File: config.mk
export PLATFORM = sky130hd
export DESIGN_NAME = rx_lane_aligner
export DESIGN_NICKNAME = d
export VERILOG_FILES = /design/src/rtl/rxal_pkg.sv /design/src/rtl/rxal_sym_filter.sv /design/src/rtl/rxal_lane_fifo.sv /design/src/rtl/rx_lane_aligner.sv
export SDC_FILE = /design/constraint.sdc
export NUM_CORES = 1
export LEC_CHECK = 0
export ABC_AREA = 1
export BUFFER_PORTS_ARGS = -buffer_cell sky130_fd_sc_hd__buf_2
export CAP_MARGIN = 20
export CORE_MARGIN = 2
export CORE_UTILIZATION = 65
export CTS_BUF_LIST = sky130_fd_sc_hd__clkbuf_4
export DETAILED_ROUTE_END_ITERATION = 7
export PLACE_DENSITY = 0.87
export SLEW_MARGIN = 20
export SYNTH_ARGS = -nofsm -noshare
export SYNTH_HDL_FRONTEND = slang
export SYNTH_HIERARCHICAL = 1
export SYNTH_SLANG_ARGS = --single-unit
File: constraint.sdc
create_clock -name clk -period 5 [get_ports clk]
set_input_delay 0.75 -clock clk [delete_from_list [all_inputs] [get_ports clk]]
set_output_delay 0.75 -clock clk [all_outputs]
set_load 0.01 [all_outputs]
File: src/rtl/rxal_pkg.sv
package rxal_pkg;

    localparam int unsigned BYTE_W = 8;

    typedef struct packed {
        logic              k;
        logic [BYTE_W-1:0] d;
    } sym_t;

    localparam logic [BYTE_W-1:0] K_COMMA = 8'hBC;
    localparam logic [BYTE_W-1:0] K_SKIP  = 8'h1C;
    localparam logic [BYTE_W-1:0] K_FTRN  = 8'h3C;
    localparam logic [BYTE_W-1:0] K_PAD   = 8'hF7;
    localparam logic [BYTE_W-1:0] K_IDLE  = 8'h7C;

endpackage

File: src/rtl/rxal_sym_filter.sv
module rxal_sym_filter
    import rxal_pkg::*;
(
    input  logic in_vld,
    input  sym_t in_sym,
    output logic keep,
    output sym_t out_sym
);

    logic is_drop;
    logic is_fill;

    always_comb begin
        is_drop = in_sym.k && (in_sym.d == K_COMMA || in_sym.d == K_SKIP ||
                               in_sym.d == K_FTRN);
        is_fill = in_sym.k && (in_sym.d == K_PAD || in_sym.d == K_IDLE);
        keep    = in_vld && !is_drop;
        out_sym = is_fill ? '0 : in_sym;
    end

endmodule

File: src/rtl/rxal_lane_fifo.sv
module rxal_lane_fifo
    import rxal_pkg::*;
#(
    parameter int unsigned DEPTH = 8
) (
    input  logic clk,
    input  logic rst_n,
    input  logic flush,
    input  logic wr_en,
    input  sym_t wr_sym,
    input  logic rd_en,
    output sym_t head,
    output logic empty,
    output logic full,
    output logic ovf
);

    localparam int unsigned PW = (DEPTH > 1) ? $clog2(DEPTH) : 1;
    localparam int unsigned CW = $clog2(DEPTH + 1);
    localparam logic [PW-1:0] LAST = PW'(DEPTH - 1);

    typedef struct packed {
        sym_t [DEPTH-1:0] mem;
        logic [PW-1:0]    rd_ptr;
        logic [PW-1:0]    wr_ptr;
        logic [CW-1:0]    cnt;
    } fifo_st_t;

    fifo_st_t st_d, st_q;
    logic     do_rd, do_wr, ovf_d;

    always_comb begin
        st_d  = st_q;
        do_rd = 1'b0;
        do_wr = 1'b0;
        ovf_d = 1'b0;
        if (flush) begin
            st_d.rd_ptr = '0;
            st_d.wr_ptr = '0;
            st_d.cnt    = '0;
        end else begin
            do_rd = rd_en && (st_q.cnt != '0);
            do_wr = wr_en && ((st_q.cnt != CW'(DEPTH)) || do_rd);
            ovf_d = wr_en && (st_q.cnt == CW'(DEPTH)) && !do_rd;
            if (do_wr) begin
                st_d.mem[st_q.wr_ptr] = wr_sym;
                st_d.wr_ptr = (st_q.wr_ptr == LAST) ? '0 : st_q.wr_ptr + 1'b1;
            end
            if (do_rd) begin
                st_d.rd_ptr = (st_q.rd_ptr == LAST) ? '0 : st_q.rd_ptr + 1'b1;
            end
            st_d.cnt = st_q.cnt + CW'(do_wr) - CW'(do_rd);
        end
    end

    always_ff @(posedge clk or negedge rst_n) begin
        if (!rst_n) st_q <= '0;
        else        st_q <= st_d;
    end

    assign head  = st_q.mem[st_q.rd_ptr];
    assign empty = (st_q.cnt == '0);
    assign full  = (st_q.cnt == CW'(DEPTH));
    assign ovf   = ovf_d;


    cnt_bound_chk: assert property (@(posedge clk) disable iff (!rst_n)
        st_q.cnt <= CW'(DEPTH));


    flush_empty_chk: assert property (@(posedge clk) disable iff (!rst_n)
        flush |=> empty);


    full_hold_chk: assert property (@(posedge clk) disable iff (!rst_n)
        (full && wr_en && !rd_en && !flush) |=> full);

endmodule

File: src/rtl/rx_lane_aligner.sv
module rx_lane_aligner
    import rxal_pkg::*;
#(
    parameter int unsigned NUM_LANES  = 8,
    parameter int unsigned FIFO_DEPTH = 8
) (
    input  logic                        clk,
    input  logic                        rst_n,
    input  logic                        align_en,
    input  logic [NUM_LANES-1:0]        lane_active,
    input  logic [NUM_LANES-1:0]        lane_vld,
    input  logic [NUM_LANES*BYTE_W-1:0] lane_sym,
    input  logic [NUM_LANES-1:0]        lane_ctl,
    output logic [NUM_LANES*BYTE_W-1:0] out_data,
    output logic [NUM_LANES-1:0]        out_ctl,
    output logic                        out_vld,
    output logic                        ovf_err
);

    typedef struct packed {
        logic [NUM_LANES-1:0][BYTE_W-1:0] data;
        logic [NUM_LANES-1:0]             ctl;
        logic                             vld;
        logic                             ovf;
    } top_st_t;

    top_st_t st_d, st_q;

    sym_t [NUM_LANES-1:0] heads;
    logic [NUM_LANES-1:0] empty, full, ovf_p, keep, wr_en, rd_en;
    logic                 rd_go;

    assign rd_go = align_en && (|lane_active) && (&(~lane_active | ~empty));

    for (genvar i = 0; i < NUM_LANES; i++) begin : g_lane
        sym_t raw_sym, clean_sym;
        assign raw_sym = '{k: lane_ctl[i], d: lane_sym[BYTE_W*i +: BYTE_W]};

        rxal_sym_filter u_filt (
            .in_vld  (lane_vld[i]),
            .in_sym  (raw_sym),
            .keep    (keep[i]),
            .out_sym (clean_sym)
        );

        assign wr_en[i] = align_en && lane_active[i] && keep[i];
        assign rd_en[i] = rd_go && lane_active[i];

        rxal_lane_fifo #(.DEPTH(FIFO_DEPTH)) u_fifo (
            .clk    (clk),
            .rst_n  (rst_n),
            .flush  (!align_en),
            .wr_en  (wr_en[i]),
            .wr_sym (clean_sym),
            .rd_en  (rd_en[i]),
            .head   (heads[i]),
            .empty  (empty[i]),
            .full   (full[i]),
            .ovf    (ovf_p[i])
        );
    end

    always_comb begin
        st_d     = '0;
        st_d.vld = rd_go;
        st_d.ovf = st_q.ovf | (|ovf_p);
        for (int i = 0; i < NUM_LANES; i++) begin
            if (rd_en[i]) begin
                st_d.data[i] = heads[i].d;
                st_d.ctl[i]  = heads[i].k;
            end
        end
    end

    always_ff @(posedge clk or negedge rst_n) begin
        if (!rst_n) st_q <= '0;
        else        st_q <= st_d;
    end

    assign out_data = st_q.data;
    assign out_ctl  = st_q.ctl;
    assign out_vld  = st_q.vld;
    assign ovf_err  = st_q.ovf;


    idle_no_read_chk: assert property (@(posedge clk) disable iff (!rst_n)
        !align_en |=> !out_vld);


    ovf_sticky_chk: assert property (@(posedge clk) disable iff (!rst_n)
        ovf_err |=> ovf_err);


    quiet_out_chk: assert property (@(posedge clk) disable iff (!rst_n)
        !out_vld |-> (out_data == '0 && out_ctl == '0));


    vld_needs_en_chk: assert property (@(posedge clk) disable iff (!rst_n)
        out_vld |-> $past(align_en));

endmodule

After elaboration in Yosys (flattened, before gate mapping)

Index checks and enable logic that the tools add are counted.
Widths: inputs -> output; s select.

Reduce and logical (&&, ||, !) cells: 165
Bitwise logic cells: 4
Magnitude comparators: 24
$add $sub $neg: 32
Multiplexer cells: 112
Equality and inequality tests: 88

Operators with widths:

| kind                | count |
|---|---|
| $bwmux 72           | 8 |
| $bmux 9 s3          | 8 |
| $demux 9 s3         | 8 |
| $mux 9              | 24 |
| $eq 8x8->1 const B  | 16 |
| $mux 3              | 32 |
| $logic_and 1x1->1   | 90 |
| $mux 10             | 8 |
| $eq 8x5->1 const B  | 8 |
| $eq 8x6->1 const B  | 8 |
| $eq 8x7->1 const B  | 8 |
| $lt 3x4->1 const B  | 16 |
| $mux 8              | 8 |
| $add 3x1->3 const B | 16 |
| $eq 3x3->1 const B  | 16 |
| $add 4x1->4         | 8 |
| $eq 4x4->1 const B  | 8 |
| $logic_not 4->1     | 8 |
| $logic_or 1x1->1    | 32 |
| $ne 2x1->1 const B  | 16 |
| $ne 4x4->1 const B  | 8 |
| $reduce_bool 4->1   | 8 |
| $sub 4x1->4         | 8 |
| $ge 3x1->1 const B  | 8 |
| 8 further kinds     | 47 |

Flip-flop bits (word level): 730
Input port bits: 91
Logic and storage cells: 588

Depth between registers and ports, before layout

Gate-level depths: netlist of the first run.

Depth after elaboration: 12
Gate-level depth with buffers: 21

Hierarchy

The synthesis of the first run kept the hierarchy.

By module, submodules not included:

| module                                 | instances | cells each | area an instance (µm²) |
|---|---|---|---|
| rxal_lane_fifo at g_lane[0].u_fifo ... | 4         | 561        | 4513.1 |
| rxal_lane_fifo at g_lane[2].u_fifo ... | 3         | 562        | 4466.8 |
| rxal_lane_fifo at g_lane[7].u_fifo     | 1         | 561        | 4553.1 |
| rx_lane_aligner                        | 1         | 275        | 2693.8 |
| rxal_sym_filter                        | 8         | 36         | 165.2 |

Worst setup path before layout of the first run

OpenSTA, ideal clock, no wires.

Kind: input-to-reg
From: in align_en
To: reg g_lane[7].u_fifo/st_q[1] (netlist name)
Path buffers: 1
Data arrival time: 2.875 ns
Library setup time: 0.141 ns
Path slack: 1.984 ns
Stages on the path: 15
Path through: inv_2 > a21oi_1 > nand2_1 > nor2_4 > nand3_2 > inv_1 > nand2_4 > nand2_4 > buf_6 > nand2_1 > inv_1 > ha_1 > fa_1 > inv_1 > nor2_1

RTL lines:

| what                 | RTL line             | RTL |
|---|---|---|
| from (decl)          | rx_lane_aligner.sv:9 | `input logic align_en,` |
| to (signal assigned) | rxal_lane_fifo.sv:58 | `else st_q <= st_d;` |
| to (decl)            | rxal_lane_fifo.sv:29 | `fifo_st_t st_d, st_q;` |

Final worst setup path of the first run

From: reg g_lane[3].u_fifo/st_q[2] (netlist name)
To: reg g_lane[3].u_fifo/st_q[28] (netlist name)

Longest elaborated chain between the ends: 10

RTL lines:

| what                       | RTL line              | RTL |
|---|---|---|
| from (decl)                | rxal_lane_fifo.sv:29  |  |
| from (signal assigned)     | rxal_lane_fifo.sv:58  |  |
| $logic_not 4->1            | rxal_lane_fifo.sv:62  | `assign empty = (st_q.cnt == '0);` |
| net empty[3]               | rx_lane_aligner.sv:30 | `logic [NUM_LANES-1:0] empty, full, ovf_p, keep, wr_en, rd_en;` |
| $not 8->8                  | rx_lane_aligner.sv:33 | `assign rd_go = align_en && (\|lane_active) && (&(~lane_active \| ~empty));` |
| $or 8x8->8                 | rx_lane_aligner.sv:33 |  |
| $reduce_and 8->1           | rx_lane_aligner.sv:33 |  |
| $logic_and 1x1->1          | rx_lane_aligner.sv:33 |  |
| $logic_and 1x1->1          | rx_lane_aligner.sv:47 | `assign rd_en[i] = rd_go && lane_active[i];` |
| net rd_en[3]               | rx_lane_aligner.sv:30 |  |
| $logic_and 1x1->1          | rxal_lane_fifo.sv:42  | `do_rd = rd_en && (st_q.cnt != '0);` |
| $logic_or 1x1->1           | rxal_lane_fifo.sv:43  | `do_wr = wr_en && ((st_q.cnt != CW'(DEPTH)) \|\| do_rd);` |
| $logic_and 1x1->1          | rxal_lane_fifo.sv:43  |  |
| $reduce_and 2->1 (no line) | -                     |  |

The timed path passes the listed nets, and every way through them passes these cells.
A chain may end at the register's enable or synchronous reset.

==> results of run 1 <==
==> cells by family (layout without fill, tap and decap cells) <==
| kind of cell | Yosys count | in the layout | synth area share |
|---|---|---|---|
| buf+inv | 642 | 851 | 0.08154 |
| compound gates | 544 | 544 | 0.06853 |
| fa+ha+maj | 88 | 88 | 0.02901 |
| simple gates | 3042 | 3042 | 0.3627 |
| flops | 730 | 730 | 0.4564 |
| other cells | 0 | 8 | 0 |
| xor+xnor | 8 | 8 | 0.001751 |
==> where the power goes <==
part	switching, mW	internal (mW)	leakage, nW
sequential	0.193	6.22	10.1
combinational	1.48	0.581	11.4
clock	2.43	2.72	1.42
==> sequential cells by signal, indices dropped and copies added, names as in the netlist <==
signal / flops
out_vld: 1
ovf_err: 1
out_ctl: 8
out_data: 64
g_lane.u_fifo/st_q: 656
==> worst register-to-register path, delay by kind of cell, from the launching register on <==
kind | cells | cell delay [ns]
simple gates | 11 | 2.17
fa+ha+maj | 1 | 0.19
buf+inv | 5 | 0.91
flops | 1 | 0.33
==> routing by layer <==
metal,global-route usage,vias to the layer above
li1,-,17010
met1,0.4358,16920
met2,0.5028,1627
met3,0.05602,245
met4,0.1576,0
met5,0,-
==> area by class of cell <==
| cell class | instances | area (µm²) | share of cell area |
|---|---|---|---|
| multi-input cells | 3682 | 18540 | 0.4343 |
| diodes | 8 | 20.02 | 0.0004689 |
| repair buffers | 213 | 1326 | 0.03106 |
| flip-flops and latches | 730 | 18270 | 0.4280 |
| inverters | 311 | 1169 | 0.02737 |
| clock buffers | 276 | 2072 | 0.04853 |
| well taps | 782 | 978.4 | 0.02292 |
| clock inverters | 51 | 312.8 | 0.007326 |
==> final timing paths <==
check,slack (ns),endpoint,cells past startpoint,from
min in group asynchronous,0.30,g_lane[3].u_fifo/st_q[13],2,rst_n
max,1.24,g_lane[3].u_fifo/st_q[28],17,g_lane[3].u_fifo/st_q[2]
max reg2reg,1.24,g_lane[3].u_fifo/st_q[28],17,g_lane[3].u_fifo/st_q[2]
min reg2reg,0.46,g_lane[5].u_fifo/st_q[68],2,g_lane[5].u_fifo/st_q[68]
min,0.18,out_ctl[1],3,lane_active[1]
max in group asynchronous,3.36,g_lane[4].u_fifo/st_q[73],3,rst_n
==> metrics by stage <==
step / worst slack (ns) / cells / cell area (µm²)
floorplan: 1.984 / 5054 / 40020
global placement: 1.165 / 5717 / 40270
detailed placement: 1.044 / 5717 / 40280
CTS: 1.266 / 6045 / 42670
global route: 0.9277 / 6053 / 42690
finish: 1.245 / 6053 / 42690
==> cell usage in the layout (no fill, tap or decap), types with 4 or more instances in the layout <==
cell type / count
sky130_fd_sc_hd__a21boi_0: 8
sky130_fd_sc_hd__a21oi_1: 89
sky130_fd_sc_hd__and3_2: 4
sky130_fd_sc_hd__buf_12: 10
sky130_fd_sc_hd__buf_2: 163
sky130_fd_sc_hd__buf_4: 38
sky130_fd_sc_hd__bufinv_16: 4
sky130_fd_sc_hd__clkbuf_4: 276
sky130_fd_sc_hd__clkinv_1: 46
sky130_fd_sc_hd__clkinv_2: 5
sky130_fd_sc_hd__dfrtp_1: 725
sky130_fd_sc_hd__dfrtp_2: 5
sky130_fd_sc_hd__diode_2: 8
sky130_fd_sc_hd__fa_1: 8
sky130_fd_sc_hd__ha_1: 80
sky130_fd_sc_hd__inv_1: 285
sky130_fd_sc_hd__inv_2: 19
sky130_fd_sc_hd__nand2_1: 1558
sky130_fd_sc_hd__nand2_2: 19
sky130_fd_sc_hd__nand2_4: 18
sky130_fd_sc_hd__nand3_1: 68
sky130_fd_sc_hd__nand3_2: 18
sky130_fd_sc_hd__nand3_4: 54
sky130_fd_sc_hd__nand4_1: 590
sky130_fd_sc_hd__nor2_1: 605
sky130_fd_sc_hd__nor2_2: 42
sky130_fd_sc_hd__nor2_4: 40
sky130_fd_sc_hd__nor3_1: 16
sky130_fd_sc_hd__nor3b_4: 5
sky130_fd_sc_hd__o21ai_0: 281
sky130_fd_sc_hd__o21ai_1: 166
sky130_fd_sc_hd__xnor2_1: 8
==> impl_metrics.tcl, run 1 <==
set metrics [dict create \
    grt_pass1_vias 33590 \
    first_iter_violations 4118 \
    final_number_of_hold_violating_endpoints 0 \
    dr_wl_met3_mm 8.149 \
    dominant_register_cell_in_the_synthesized_netlist "sky130_fd_sc_hd__dfrtp_1" \
    floorplan.rows 90 \
    clk_pin_slew_worst_paths_ns 0.07 \
    hp-class "in -> reg" \
    wl_met2_mm 48.52 \
    synth_edf_count 0 \
    top_layer_used "met4" \
    finalSetupTns_ns 0 \
    post-cts-setup-buffers 0 \
    run_status "complete, no violations" \
    die_area_mm2 0.06357 \
    power-per-cell-area_mw_per_mm2 319.3 \
    grt_start_max_net_pins 126 \
    tritoncts "done" \
    firstDrtPassIters 6 \
    grt_setup_unrepaired "false" \
    synth.top_cell.area_share 0.4564 \
    timing.critical_path.slowest_stage_cell "sky130_fd_sc_hd__nand2_2" \
    flops_latches_synth 730 \
    number_of_nets_in_the_finished_design 5307 \
    finalSetupViolCount 0 \
    routabilityCongestion 0.9038 \
    timing.hold.ws_ns 0.1849 \
    path_buf_inv 5 \
    final_util 0.7047 \
    grt_first_pass_wirelength_mm 166.6 \
    boundaryPins 165 \
    fp.coreArea_mm2 0.06058 \
    async_flop_share 1.000 \
    yosys.cell_count.top_type "sky130_fd_sc_hd__nand2_1" \
    path_delay_family "simple AND/OR/NAND/NOR gates" \
    ant_nets 0 \
    htree_levels 4 \
    cts_root_buf "sky130_fd_sc_hd__clkbuf_4" \
    clock.fmax_mhz 266.3 \
    setup.worst_path.end_class "flop" \
    most_area_hungry_cell_type_in_the_yosys_netlist "sky130_fd_sc_hd__dfrtp_1" \
    initial_util 0.6606 \
    max_clock_skew_ns 0.06232 \
    postSynthNetCount 5233 \
    fillCellCount 4810 \
    cts_resized 0 \
    detail_route.wirelength.met1_mm 41.28 \
    cts_buffers 190 \
    drt-vias-per-instance 5.916 \
    clkLatencyLatePin_ns 1.07 \
    start_kind "flop" \
    worst_path_required_time_ns 5.92 \
    gr-usage-all-layers 0.3210 \
    mappedNetlistArea_mm2 0.04002 \
    cell_types_with_the_largest_area_share_after_synthesis "sky130_fd_sc_hd__dfrtp_1 46%, sky130_fd_sc_hd__nand2_1 15%, sky130_fd_sc_hd__nand4_1 9.2%" \
    total_power_mw 13.63 \
    path_max_fanout 50 \
    cts.sink_count 730 \
    critical_path.max_stage_delay_ns 0.57 \
    antenna_found_initial 4 \
    maxCapViolations 0 \
    synthToLayoutAreaGrowth_pct 6.681 \
    list_of_most_frequent_post_synthesis_cells "1558 x sky130_fd_sc_hd__nand2_1, 730 x sky130_fd_sc_hd__dfrtp_1, 610 x sky130_fd_sc_hd__nor2_1, 590 x sky130_fd_sc_hd__nand4_1, 285 x sky130_fd_sc_hd__inv_1" \
    synth.yosys.seq_area_share 0.4564 \
    cp_data_arrival_time_ns 4.67 \
    max_vdd_drop_v 0.0002191 \
    cp_cell_sequence "inv_1, ha_1, nand2_1, inv_1, nand2_1, nand2_1, inv_1, nand2_1, nor2_4, nand3_2, inv_1, nand2_2, nand2_2, buf_4, nand3_2, nand2_1, nand2_1" \
    relSlewSlack 0.2354 \
    crit_top_cell "sky130_fd_sc_hd__nand2_1" \
    drc 0 \
    worstMarginPinSlew_ns 1.147 \
    hpwl_mm 63.56 \
    dr_total_vias 35810 \
    static-leakage-power_nw 22.91 \
    tcrit_tclk_final 0.7511 \
    netlist_instances 5054 \
    post_route_cells_drive_above_1_share 0.1383 \
    syn-mean-instance-area_um2 7.919 \
    min_period_ns 3.755 \
    synth_cell_type_count 35 \
    cts_hold_repair.buffers 1 \
    final-max-slew-violation-count 0 \
    critical_path_class "reg -> reg" \
    port_buffers 164 \
    wire_per_inst_um 16.80 \
    yosysWarningCount 6 \
    clock_tree.buffer_depth 3 \
    globalRouteOverflowTotal 0 \
    die_h_um 252.1 \
    finalWirelength_mm 101.7 \
    die_width_um 252.1 \
]
(Power assumes the default switching activity.)
==> inputs of run 2 (changes only) <==
Settings changed: ABC_AREA 1 to 0, CORE_UTILIZATION 65 to 58, PLACE_DENSITY 0.87 to 0.83.
Clock period 5 ns to 3.2 ns, I/O delays scaled along.
==> impl_metrics.tcl, run 2 <==
set metrics [dict create \
    final-max-slew-violation-count 0 \
    boundaryPins 165 \
    cts.sink_count 730 \
    syn-mean-instance-area_um2 14.23 \
    setup.worst_path.start "g_lane[4].u_fifo/st_q[3]" \
    tritoncts "done" \
    yosysWarningCount 6 \
    grt_start_max_net_pins 94 \
    worst_path_required_time_ns 4.11 \
    portion_of_total_power_attributed_to_combinational_logic 0.151 \
    pwr-share-seq 0.484 \
    finalSetupViolCount 559 \
    max_clock_skew_ns 0.07856 \
    grt_first_pass_wirelength_mm 139.8 \
    setup.worst_path.end_class "flop" \
    die_width_um 254.1 \
    initial_util 0.5868 \
    grt_setup_unrepaired "true" \
    path_max_fanout 3 \
    mostFrequentLayoutCell "sky130_fd_sc_hd__dfrtp_1" \
    max_vdd_drop_v 0.0004095 \
    port_buffers 164 \
    min_period_ns 3.464 \
    timing.final.ws_setup_ns -0.2638 \
    start_kind "flop" \
    postSynthNetCount 2729 \
    tcrit_tclk_final 1.082 \
    drt-vias-per-instance 6.130 \
    cp_cell_sequence "inv_1, ha_2, or3b_4, inv_2, a222oi_1, o21ai_4, buf_6, nor3_4, buf_6, inv_4, nor2_2, ha_2, inv_2, ha_4, a21o_1, a21oi_2, mux2_4" \
    floorplan.rows 91 \
    ant_nets 0 \
    die_area_mm2 0.06457 \
    clock.fmax_mhz 288.7 \
    dominant_register_cell_in_the_synthesized_netlist "sky130_fd_sc_hd__dfrtp_1" \
    critical_path_class "reg -> reg" \
    yosys.cell_count.top_type "sky130_fd_sc_hd__dfrtp_1" \
    synth_cell_type_count 56 \
    cts_buffers 183 \
    dr_total_vias 24460 \
    cell_types_with_the_largest_area_share_after_synthesis "sky130_fd_sc_hd__dfrtp_1 50%, sky130_fd_sc_hd__mux2_2 20%, sky130_fd_sc_hd__mux4_2 8.9%" \
    number_of_nets_in_the_finished_design 3208 \
    largest_reg_flops 656 \
    critical_path.max_stage_delay_ns 0.53 \
    synth.top_cell.area_share 0.5035 \
    synth_edf_count 0 \
    reg2reg_from "g_lane[4].u_fifo/st_q[3]" \
    relSlewSlack 0.3047 \
    timing.critical_path.slowest_stage_cell "sky130_fd_sc_hd__a222oi_1" \
    clkLatencyLatePin_ns 1.06 \
    cp_data_arrival_time_ns 4.37 \
    async_flop_share 1.000 \
    finalWirelength_mm 92.07 \
    run_status "complete, but fails checks" \
    clock_tree.buffer_depth 3 \
    flops_latches_synth 730 \
    wire_per_inst_um 23.07 \
    drc 0 \
    min-delay-start "lane_sym[5]" \
    list_of_most_frequent_post_synthesis_cells "730 x sky130_fd_sc_hd__dfrtp_1, 656 x sky130_fd_sc_hd__mux2_2, 144 x sky130_fd_sc_hd__mux4_2, 89 x sky130_fd_sc_hd__inv_1, 81 x sky130_fd_sc_hd__nand3_1" \
    cts_root_buf "sky130_fd_sc_hd__clkbuf_4" \
    antenna_found_initial 10 \
    hpwl_mm 56.67 \
    hp-class "in -> reg" \
    die_h_um 254.1 \
    routabilityCongestion 0.8217 \
    htree_levels 4 \
    path_delay_family "compound AO/OA/AOI/OAI gates" \
    total_power_mw 20.99 \
    maxCapViolations 0 \
    violations "negative setup slack" \
    globalRouteOverflowTotal 0 \
    most-common-layout-cells "730 x sky130_fd_sc_hd__dfrtp_1, 554 x sky130_fd_sc_hd__mux2_2, 259 x sky130_fd_sc_hd__clkbuf_4" \
    power-per-cell-area_mw_per_mm2 482.8 \
    static-leakage-power_nw 20.34 \
    fillCellCount 3792 \
    mappedNetlistArea_mm2 0.03628 \
    first_iter_violations 1792 \
    clock_power_share 0.365 \
    synth.yosys.seq_area_share 0.5035 \
    path_buf_inv 6 \
    internal-power_mw 15.38 \
    post_route_cells_drive_above_1_share 0.5343 \
    fp.coreArea_mm2 0.06183 \
    switching_share 0.2674 \
    most_area_hungry_cell_type_in_the_yosys_netlist "sky130_fd_sc_hd__dfrtp_1" \
    worstMarginPinSlew_ns 1.043 \
    gr-usage-all-layers 0.2786 \
    synthToLayoutAreaGrowth_pct 19.84 \
    netlist_instances 2550 \
    switchingPower_mw 5.613 \
    grt_pass1_vias 26260 \
    registers.top_by_ff_count "g_lane.u_fifo/st_q" \
    final_number_of_hold_violating_endpoints 0 \
    timing.hold.ws_ns 0.09325 \
    clk_pin_slew_worst_paths_ns 0.07 \
    firstDrtPassIters 5 \
]
==> run 2: metal layers <==
layer  vias up  wire length, µm  global-route usage  share of wire
li1      10550                -                   -              -
met1     12710            36740              0.3573           0.40
met2       968            45600              0.4550           0.50
met3       223             6869             0.07303          0.075
met4         8             2800              0.1116          0.030
met5         -               53                   0        0.00058
==> run 2: worst paths after layout <==
path,end,slack (ns),cells past startpoint
setup / recovery,g_lane[0].u_fifo/st_q[3],-0.26,17
hold / removal,g_lane[0].u_fifo/st_q[60],0.09,3
setup reg to reg,g_lane[0].u_fifo/st_q[3],-0.26,17
hold reg to reg,g_lane[0].u_fifo/st_q[38],0.50,1
max in group asynchronous,g_lane[3].u_fifo/st_q[11],1.59,4
min in group asynchronous,g_lane[1].u_fifo/st_q[46],0.62,3
==> run 2: layout make-up <==
type                    count  area [µm²]  area share
multi-input cells        1587       18090      0.4160
repair buffers            437        3493     0.08035
clock buffers             259        1944     0.04472
inverters                  90       347.8    0.008001
diodes                      7       17.52   0.0004029
flip-flops and latches    730       18270      0.4202
well taps                 837        1047     0.02409
clock inverters            43       271.5    0.006245
==> run 2: power by group through the flow <==
stage	registers [mW]	clock network, mW	logic, mW
after global placement	10.2	0	2.63
after CTS	10.1	7.85	2.91
after global routing	10.2	8.35	3.39
final	10.2	7.66	3.17
after floorplan	10.2	0	1.90
after detailed placement	10.3	0	2.77
==> run 2: cell families after synthesis <==
family                   Yosys count  share of synthesized area
AND/OR/NAND/NOR                  485                    0.08653
buffers and inverters            234                    0.03073
adder cells (fa/ha/maj)           88                    0.03201
XOR/XNOR                           8                   0.001931
flip-flops                       730                     0.5035
AO/OA/AOI/OAI                    181                    0.04453
multiplexers                     824                     0.3007
==> run 2: timing repair <==
item / CTS / global route
pin swaps: 31 / 76
gates cloned: 1 / 14
resized for setup: 65 / 250
hold buffers: 55 / 0
buffers inserted: 29 / 28
hold endpoints to repair: 781 / 0
endpoints found under the setup margin: 254 / 493
==> run 2: worst reg2reg max path: cells and delay by family (launching register included) <==
| family | cells | cell delay (ns) |
|---|---|---|
| simple gates | 3 | 0.54 |
| flops | 1 | 0.38 |
| compound gates | 4 | 1.05 |
| buf+inv | 6 | 0.52 |
| mux | 1 | 0.32 |
| fa+ha+maj | 3 | 0.56 |
==> run 2: stage by stage <==
stage                     utilization   TNS, ns  std cells  setup slack, ns  area (µm²)
final                          0.7032    -34.11       3990          -0.2638       43480
after global routing           0.7031    -61.02       3987          -0.3228       43470
after CTS                      0.6814  -0.03419       3943         -0.02739       42130
after detailed placement       0.6298    -9.970       3556          -0.1439       38940
after global placement         0.6298   -0.2025       3556         -0.01393       38940
after floorplan                     -         0       2550         0.005512       36460
